## src/rtl/ext_irq_pkg.sv

```systemverilog
package ext_irq_pkg;
   typedef enum logic [1:0] {
      SENSE_LOW  = 2'b00,
      SENSE_ANY  = 2'b01,
      SENSE_FALL = 2'b10,
      SENSE_RISE = 2'b11
   } sense_e;

   localparam int unsigned ADDR_CTRL = 0;
   localparam int unsigned ADDR_MASK = 1;
   localparam int unsigned ADDR_FLAG = 2;
endpackage

```

## src/rtl/ext_irq_sync.sv

```systemverilog
module ext_irq_sync #(
   parameter int unsigned STAGES    = 2,
   parameter bit          RESET_VAL = 1'b1
) (
   input  logic clk,
   input  logic rst_n,
   input  logic d_async,
   output logic q_sync
);
   if (STAGES < 2) begin : g_bad_stages
      $error("ext_irq_sync: STAGES must be at least 2");
   end

   logic [STAGES-1:0] chain_q;

   always_ff @(posedge clk or negedge rst_n) begin
      if (!rst_n) chain_q <= {STAGES{RESET_VAL}};
      else        chain_q <= {chain_q[STAGES-2:0], d_async};
   end

   assign q_sync = chain_q[STAGES-1];
endmodule

```

## src/rtl/ext_irq_line.sv

```systemverilog
module ext_irq_line
   import ext_irq_pkg::*;
#(
   parameter int unsigned SYNC_STAGES = 2,
   parameter bit          IDLE_LEVEL  = 1'b1
) (
   input  logic       clk,
   input  logic       rst_n,
   input  logic       pin_async,
   input  logic [1:0] sense,
   input  logic       sense_chg,
   input  logic       clr,
   input  logic       allow,
   output logic       flag_q,
   output logic       req
);
   logic   pin_s;
   logic   pin_prev_q;
   logic   hit;
   logic   flag_d;
   sense_e mode;

   ext_irq_sync #(.STAGES(SYNC_STAGES), .RESET_VAL(IDLE_LEVEL)) u_sync (
      .clk     (clk),
      .rst_n   (rst_n),
      .d_async (pin_async),
      .q_sync  (pin_s)
   );

   always_ff @(posedge clk or negedge rst_n) begin
      if (!rst_n) pin_prev_q <= IDLE_LEVEL;
      else        pin_prev_q <= pin_s;
   end

   assign mode = sense_e'(sense);

   always_comb begin
      unique case (mode)
         SENSE_ANY:  hit = pin_s ^ pin_prev_q;
         SENSE_FALL: hit = pin_prev_q & ~pin_s;
         SENSE_RISE: hit = ~pin_prev_q & pin_s;
         default:    hit = 1'b0;
      endcase
   end

   // priority: reconfiguration > level mode > new edge > clear
   always_comb begin
      if (sense_chg || mode == SENSE_LOW) flag_d = 1'b0;
      else if (hit)                       flag_d = 1'b1;
      else if (clr)                       flag_d = 1'b0;
      else                                flag_d = flag_q;
   end

   always_ff @(posedge clk or negedge rst_n) begin
      if (!rst_n) flag_q <= 1'b0;
      else        flag_q <= flag_d;
   end

   assign req = allow & ((mode == SENSE_LOW) ? ~pin_s : flag_q);
endmodule

```

## src/rtl/ext_irq_regs.sv

```systemverilog
module ext_irq_regs
   import ext_irq_pkg::*;
#(
   parameter int unsigned NUM_LINES = 3,
   parameter int unsigned DATA_W    = 8,
   parameter int unsigned ADDR_W    = 2,
   localparam int unsigned SENSE_W  = 2 * NUM_LINES
) (
   input  logic                 clk,
   input  logic                 rst_n,
   input  logic                 bus_sel,
   input  logic                 bus_we,
   input  logic [ADDR_W-1:0]    bus_addr,
   input  logic [DATA_W-1:0]    bus_wdata,
   output logic [DATA_W-1:0]    bus_rdata,
   input  logic [NUM_LINES-1:0] flag_i,
   output logic [SENSE_W-1:0]   sense_o,
   output logic [NUM_LINES-1:0] mask_o,
   output logic [NUM_LINES-1:0] chg_o,
   output logic [NUM_LINES-1:0] w1c_o
);
   if (SENSE_W > DATA_W) begin : g_bad_width
      $error("ext_irq_regs: sense fields do not fit the data width");
   end

   logic wr_ctrl, wr_mask, wr_flag;
   logic [SENSE_W-1:0]   sense_q;
   logic [NUM_LINES-1:0] mask_q;

   assign wr_ctrl = bus_sel & bus_we & (bus_addr == ADDR_W'(ADDR_CTRL));
   assign wr_mask = bus_sel & bus_we & (bus_addr == ADDR_W'(ADDR_MASK));
   assign wr_flag = bus_sel & bus_we & (bus_addr == ADDR_W'(ADDR_FLAG));

   always_ff @(posedge clk or negedge rst_n) begin
      if (!rst_n) begin
         sense_q <= '0;
         mask_q  <= '0;
      end else begin
         if (wr_ctrl) sense_q <= bus_wdata[SENSE_W-1:0];
         if (wr_mask) mask_q  <= bus_wdata[NUM_LINES-1:0];
      end
   end

   for (genvar i = 0; i < NUM_LINES; i++) begin : g_line_ctl
      assign chg_o[i] = wr_ctrl & (bus_wdata[2*i +: 2] != sense_q[2*i +: 2]);
      assign w1c_o[i] = wr_flag & bus_wdata[i];
   end

   always_comb begin
      bus_rdata = '0;
      if (bus_sel) begin
         unique case (int'(bus_addr))
            ADDR_CTRL: bus_rdata[SENSE_W-1:0]   = sense_q;
            ADDR_MASK: bus_rdata[NUM_LINES-1:0] = mask_q;
            ADDR_FLAG: bus_rdata[NUM_LINES-1:0] = flag_i;
            default:   bus_rdata = '0;
         endcase
      end
   end

   assign sense_o = sense_q;
   assign mask_o  = mask_q;
endmodule

```

## src/rtl/ext_irq_sense.sv

```systemverilog
module ext_irq_sense #(
   parameter int unsigned NUM_LINES   = 3,
   parameter int unsigned DATA_W      = 8,
   parameter int unsigned ADDR_W      = 2,
   parameter int unsigned SYNC_STAGES = 2,
   parameter bit          IDLE_LEVEL  = 1'b1
) (
   input  logic                 clk,
   input  logic                 rst_n,
   input  logic                 bus_sel,
   input  logic                 bus_we,
   input  logic [ADDR_W-1:0]    bus_addr,
   input  logic [DATA_W-1:0]    bus_wdata,
   output logic [DATA_W-1:0]    bus_rdata,
   input  logic [NUM_LINES-1:0] pin_in,
   input  logic                 gie,
   input  logic [NUM_LINES-1:0] irq_ack,
   output logic [NUM_LINES-1:0] irq_req,
   output logic                 irq_any
);
   localparam int unsigned SENSE_W = 2 * NUM_LINES;

   if (NUM_LINES == 0) begin : g_bad_lines
      $error("ext_irq_sense: NUM_LINES must be non-zero");
   end

   logic [SENSE_W-1:0]   sense_w;
   logic [NUM_LINES-1:0] mask_w, chg_w, w1c_w, clr_w, flag_w;

   ext_irq_regs #(
      .NUM_LINES (NUM_LINES),
      .DATA_W    (DATA_W),
      .ADDR_W    (ADDR_W)
   ) u_regs (
      .clk       (clk),
      .rst_n     (rst_n),
      .bus_sel   (bus_sel),
      .bus_we    (bus_we),
      .bus_addr  (bus_addr),
      .bus_wdata (bus_wdata),
      .bus_rdata (bus_rdata),
      .flag_i    (flag_w),
      .sense_o   (sense_w),
      .mask_o    (mask_w),
      .chg_o     (chg_w),
      .w1c_o     (w1c_w)
   );

   assign clr_w = w1c_w | irq_ack;

   for (genvar i = 0; i < NUM_LINES; i++) begin : g_line
      ext_irq_line #(
         .SYNC_STAGES (SYNC_STAGES),
         .IDLE_LEVEL  (IDLE_LEVEL)
      ) u_line (
         .clk       (clk),
         .rst_n     (rst_n),
         .pin_async (pin_in[i]),
         .sense     (sense_w[2*i +: 2]),
         .sense_chg (chg_w[i]),
         .clr       (clr_w[i]),
         .allow     (mask_w[i] & gie),
         .flag_q    (flag_w[i]),
         .req       (irq_req[i])
      );
   end

   assign irq_any = |irq_req;
endmodule

```

## config.mk

```make
export PLATFORM = sky130hd
export DESIGN_NAME = ext_irq_sense
export DESIGN_NICKNAME = d
export VERILOG_FILES = /design/src/rtl/ext_irq_pkg.sv /design/src/rtl/ext_irq_sync.sv /design/src/rtl/ext_irq_line.sv /design/src/rtl/ext_irq_regs.sv /design/src/rtl/ext_irq_sense.sv
export SDC_FILE = /design/constraint.sdc
export NUM_CORES = 1
export LEC_CHECK = 0
export CAP_MARGIN = 20
export CORE_MARGIN = 10
export CORE_UTILIZATION = 43
export CTS_CLUSTER_DIAMETER = 100
export CTS_CLUSTER_SIZE = 40
export DETAILED_ROUTE_END_ITERATION = 10
export PLACE_DENSITY_LB_ADDON = 0.25
export SYNTH_ARGS = -nofsm -noshare
export SYNTH_HDL_FRONTEND = slang
export SYNTH_SLANG_ARGS = --single-unit
```

## constraint.sdc

```tcl
create_clock -name clk -period 1.5 [get_ports clk]
set_input_delay 0.3 -clock clk [delete_from_list [all_inputs] [get_ports clk]]
set_output_delay 0.3 -clock clk [all_outputs]
set_load 0.005 [all_outputs]
```

==> summary by stage <==
Global routing
Entering global routing, the biggest net connects 22 pins. The global route total overflow is 0. The number of antenna violations at the first check in global routing is 0. The via count of the first global-routing pass is 1,139. The global routing usage summed across all routing layers is 11.9%.

The wire length of the first global-routing pass is between 5000 and 6000 um.

Cells and area
Of the cells placed in the final design, the portion with a size suffix greater than 1 is 54.4%. The number of filler instances in the final layout is around 190. The net count reported at finish is 208.

The area growth from synthesis to final layout is 59.5%. The antenna cell count is 0.

Floorplan
The area of the core is approximately 2800 sq um. The number of core rows is 19. The floorplan die area is 5440 sq um. The boundary pin count is 33. The initial cell density of the core is a little under half.

The die span in x is around 74 um. The vertical die dimension is roughly 74 um.

Setup path
The cell that appears most often on the critical path is or3_1. The largest fanout on the critical path is 2. The number of buffers and inverters on the critical path is 2. The critical setup path kind is flip-flop to output pin. Across all register-to-register paths, the minimum setup slack is -0.16 ns. The family with the most delay on the worst path is flip-flops.

The kind of end point of the critical path is an output pin. The endpoint arrival time on the critical path is 1.65 ns. The data required time at the worst endpoint is 1.20 ns. The worst reg2reg path startpoint is g_line[2].u_line.u_sync.chain_q[1]. The worst setup path is launched from a flip-flop. The largest single stage delay on the critical path is around 0.56 ns. The worst flop-to-flop path endpoint is g_line[2].u_line.flag_q.

The critical path's slowest cell is dfstp_2. The worst reg-to-reg path cell count is 7. The critical path goes through or3_1, a21oi_2, buf_4, or3_1, buf_2.

Run status
The final reports fail on negative setup slack. The run finished, with violations left.

Timing
The final count of pins violating max slew was 0. Setup repair after global routing could not meet its margin everywhere. The fmax is a little over 0.5 GHz. The minimum hold slack is a little over 0.3 ns.

Setup violations remaining at the end of the flow were counted as 9. The worst path in the final design needs a cycle of 1.95 ns, including I/O delays and setup. The smallest setup slack after layout is -0.453 ns. The number of failing hold endpoints at the final stage is 0. Clock skew on the completed layout was measured at approximately 0.0082 ns. Dividing the final minimum period by the clock period gives 130%.

Yosys
The cell count after synthesis came out at between 100 and 150. In this run the mean area of a mapped cell was 10.7 sq um. In the synthesized netlist the async set-or-reset flop fraction comes to 100%. The top cell type by total area after synthesis is dfrtp_1. The share of the Yosys chip area taken by registers is between 40% and 50%. The most frequently used flop master after synthesis is dfrtp_1. The number of flip-flops and latches in the synthesized netlist is 21. Ranked by instance count, the synthesized netlist is headed by 12 x dfrtp_1, 10 x mux2_2, 9 x dfstp_2, 8 x a21oi_1, 7 x inv_1. The number of distinct library cells after synthesis is 32. Ranked by total cell area, the synthesized netlist is headed by dfrtp_1 24%, dfstp_2 19%, mux2_2 9.1%. By instance count, the leading cell after synthesis is dfrtp_1. After synthesis, the largest area contributor takes up about 24% of total cell area. The cell area after synthesis is 1240 sq um.

During synthesis, Yosys emitted a total of 0 warnings. The synthesized design contains 0 enable-type register cells.

Clocking
TritonCTS built the clock tree. The number of sinks on the clock net is 21. The clock slew at the register clock pins of the worst setup and hold paths is around 0.12 ns. CTS built an H-tree with a depth of 1.

The library cell used as clock root buffer is clkbuf_4. No sink is reached through more buffers than the 2 on the longest clock path. The TritonCTS buffer count is 3.

The count of hold buffers inserted by post-cts repair is 0. The clock network latency to the later pin of the worst-skew pair is between 0.3 and 0.4 ns.

Power
The clock network power share is between 10% and 20%. The switching portion of total power is a little under a third. In this run the static leakage power is around 0.9 nW. The internal cell power is 0.00133 W. Power spread over the standard cell area amounts to just under 1000 nW/um^2.

The design draws about 0.0019 W. Combinational logic is responsible for 47.2% of the overall power. The switching power summed over all nets is around 0.00059 W. The maximum resistive drop on vdd is roughly 0.00066 V. Per report_power, the sequential group accounts for 38.2% of the total.

Placement
The final weighted congestion in routability-driven placement is ~0.78. Input and output buffers added on the ports amount to 28. Detailed placement finished with a half-perimeter wire length of around 2300 um.

Drt
The via count of the routed design is around 1,100. Dividing the detail-routed via count by the number of cells gives 5.27. The detailed-route wire length per cell is between 15 and 20 um. The total wire length after detailed routing is ~3500 um. The first-iteration detailed-routing DRC count is 45. Once detail routing completed, the nets flagged for antenna violations numbered 0. For this run, design rule violations remaining after detail routing come to 0.

The number of iterations in the first detailed-routing pass is 4.

Flow run
Max-cap violations in this run came to 0.

Min path
The kind of path behind the tightest hold check is primary input to asynchronous set/reset pin.
routing by layer:
layer / vias to the layer above / GRT usage [%] / wire length [um] / part of all wire, %
li1: 524 / - / - / -
met1: 541 / 13.0 / 1420 / 41
met2: 41 / 20.6 / 1780 / 51
met3: 6 / 3.36 / 250 / 7.1
met4: 0 / 5.18 / 59 / 1.7
met5: - / 0 / 0 / 0
per-stage QoR:
| stage | TNS [ns] | instance area (sq um) | instances | worst slack [ns] | util, % |
|---|---|---|---|---|---|
| 2_1_floorplan | 0 | 1250 | 117 | 0.0151 | - |
| 3_3_place_gp | -9.30 | 1690 | 191 | -0.594 | 61.3 |
| 3_5_place_dp | -9.65 | 1690 | 191 | -0.608 | 61.3 |
| 4_1_cts | -2.03 | 1850 | 204 | -0.467 | 67.1 |
| 5_1_grt | -2.89 | 1980 | 211 | -0.525 | 71.9 |
| 6_report | -2.25 | 1980 | 211 | -0.453 | 71.9 |
repair_timing:
item | CTS | global route
gates resized for setup | 65 | 24
pin swaps | 14 | 14
buffers inserted | 14 | 11
setup endpoints to repair | 19 | 13
state kept, by name, summed over array words and instances (netlist names):
register / count
g_line.u_line.flag_q: 3
g_line.u_line.pin_prev_q: 3
g_line.u_line.u_sync.chain_q: 6
u_regs.mask_o: 3
u_regs.sense_o: 6
kinds of logic after synthesis:
logic type,count (synthesis),share of synthesized area [%]
simple gates,27,13.6
compound gates,22,12.1
flops,21,43.2
buf+inv,20,9.16
mux,13,11.5
fa+ha+maj,6,6.04
xor+xnor,6,4.23
other cells,1,0.302
power by group through the flow:
| stage | combinational [W] | sequential, W | clock [W] |
|---|---|---|---|
| after global routing | 0.000970 | 0.000744 | 0.000321 |
| after CTS | 0.000782 | 0.000724 | 0.000283 |
| after detailed placement | 0.000656 | 0.000742 | 0 |
| after floorplan | 0.000351 | 0.000711 | 0 |
| final | 0.000906 | 0.000734 | 0.000281 |
| after global placement | 0.000633 | 0.000738 | 0 |
cells in the final DEF, fill, tap and decap left out, drive strengths merged, types with 3 or more instances in the layout:
master / count
buf: 52
clkdlybuf4s50: 15
dfrtp: 12
mux2: 10
dfstp: 9
a21oi: 8
inv: 7
nand2: 6
ha: 6
clkbuf: 6
o21ai: 5
xor2: 4
or3: 4
mux2i: 3
o2bb2ai: 3
and2: 3
and3: 3
cell type report:
class	count	area [sq um]	share of cell area, %
Multi-Input combinational cell	76	707	35.6
Sequential cell	21	537	27.1
Clock buffer	4	26.3	1.32
Tap cell	31	38.8	1.96
Inverter	7	26.3	1.32
Timing Repair Buffer	72	648	32.7
how the worst max path moves through the flow:
stage | startpoint | end | slack (ns) | depth (start not counted)
CTS | g_line[2].u_line.u_sync.chain_q[1] | irq_any | -0.47 | 5
floorplan | g_line[2].u_line.pin_prev_q | g_line[2].u_line.flag_q | 0.02 | 5
global placement | gie | irq_req[2] | -0.59 | 5
detailed placement | bus_addr[0] | bus_rdata[1] | -0.61 | 6
finish | g_line[2].u_line.u_sync.chain_q[1] | irq_any | -0.45 | 5
global route | g_line[2].u_line.u_sync.chain_q[1] | irq_any | -0.52 | 5
No activity file was read; power rests on OpenSTA's default activity.
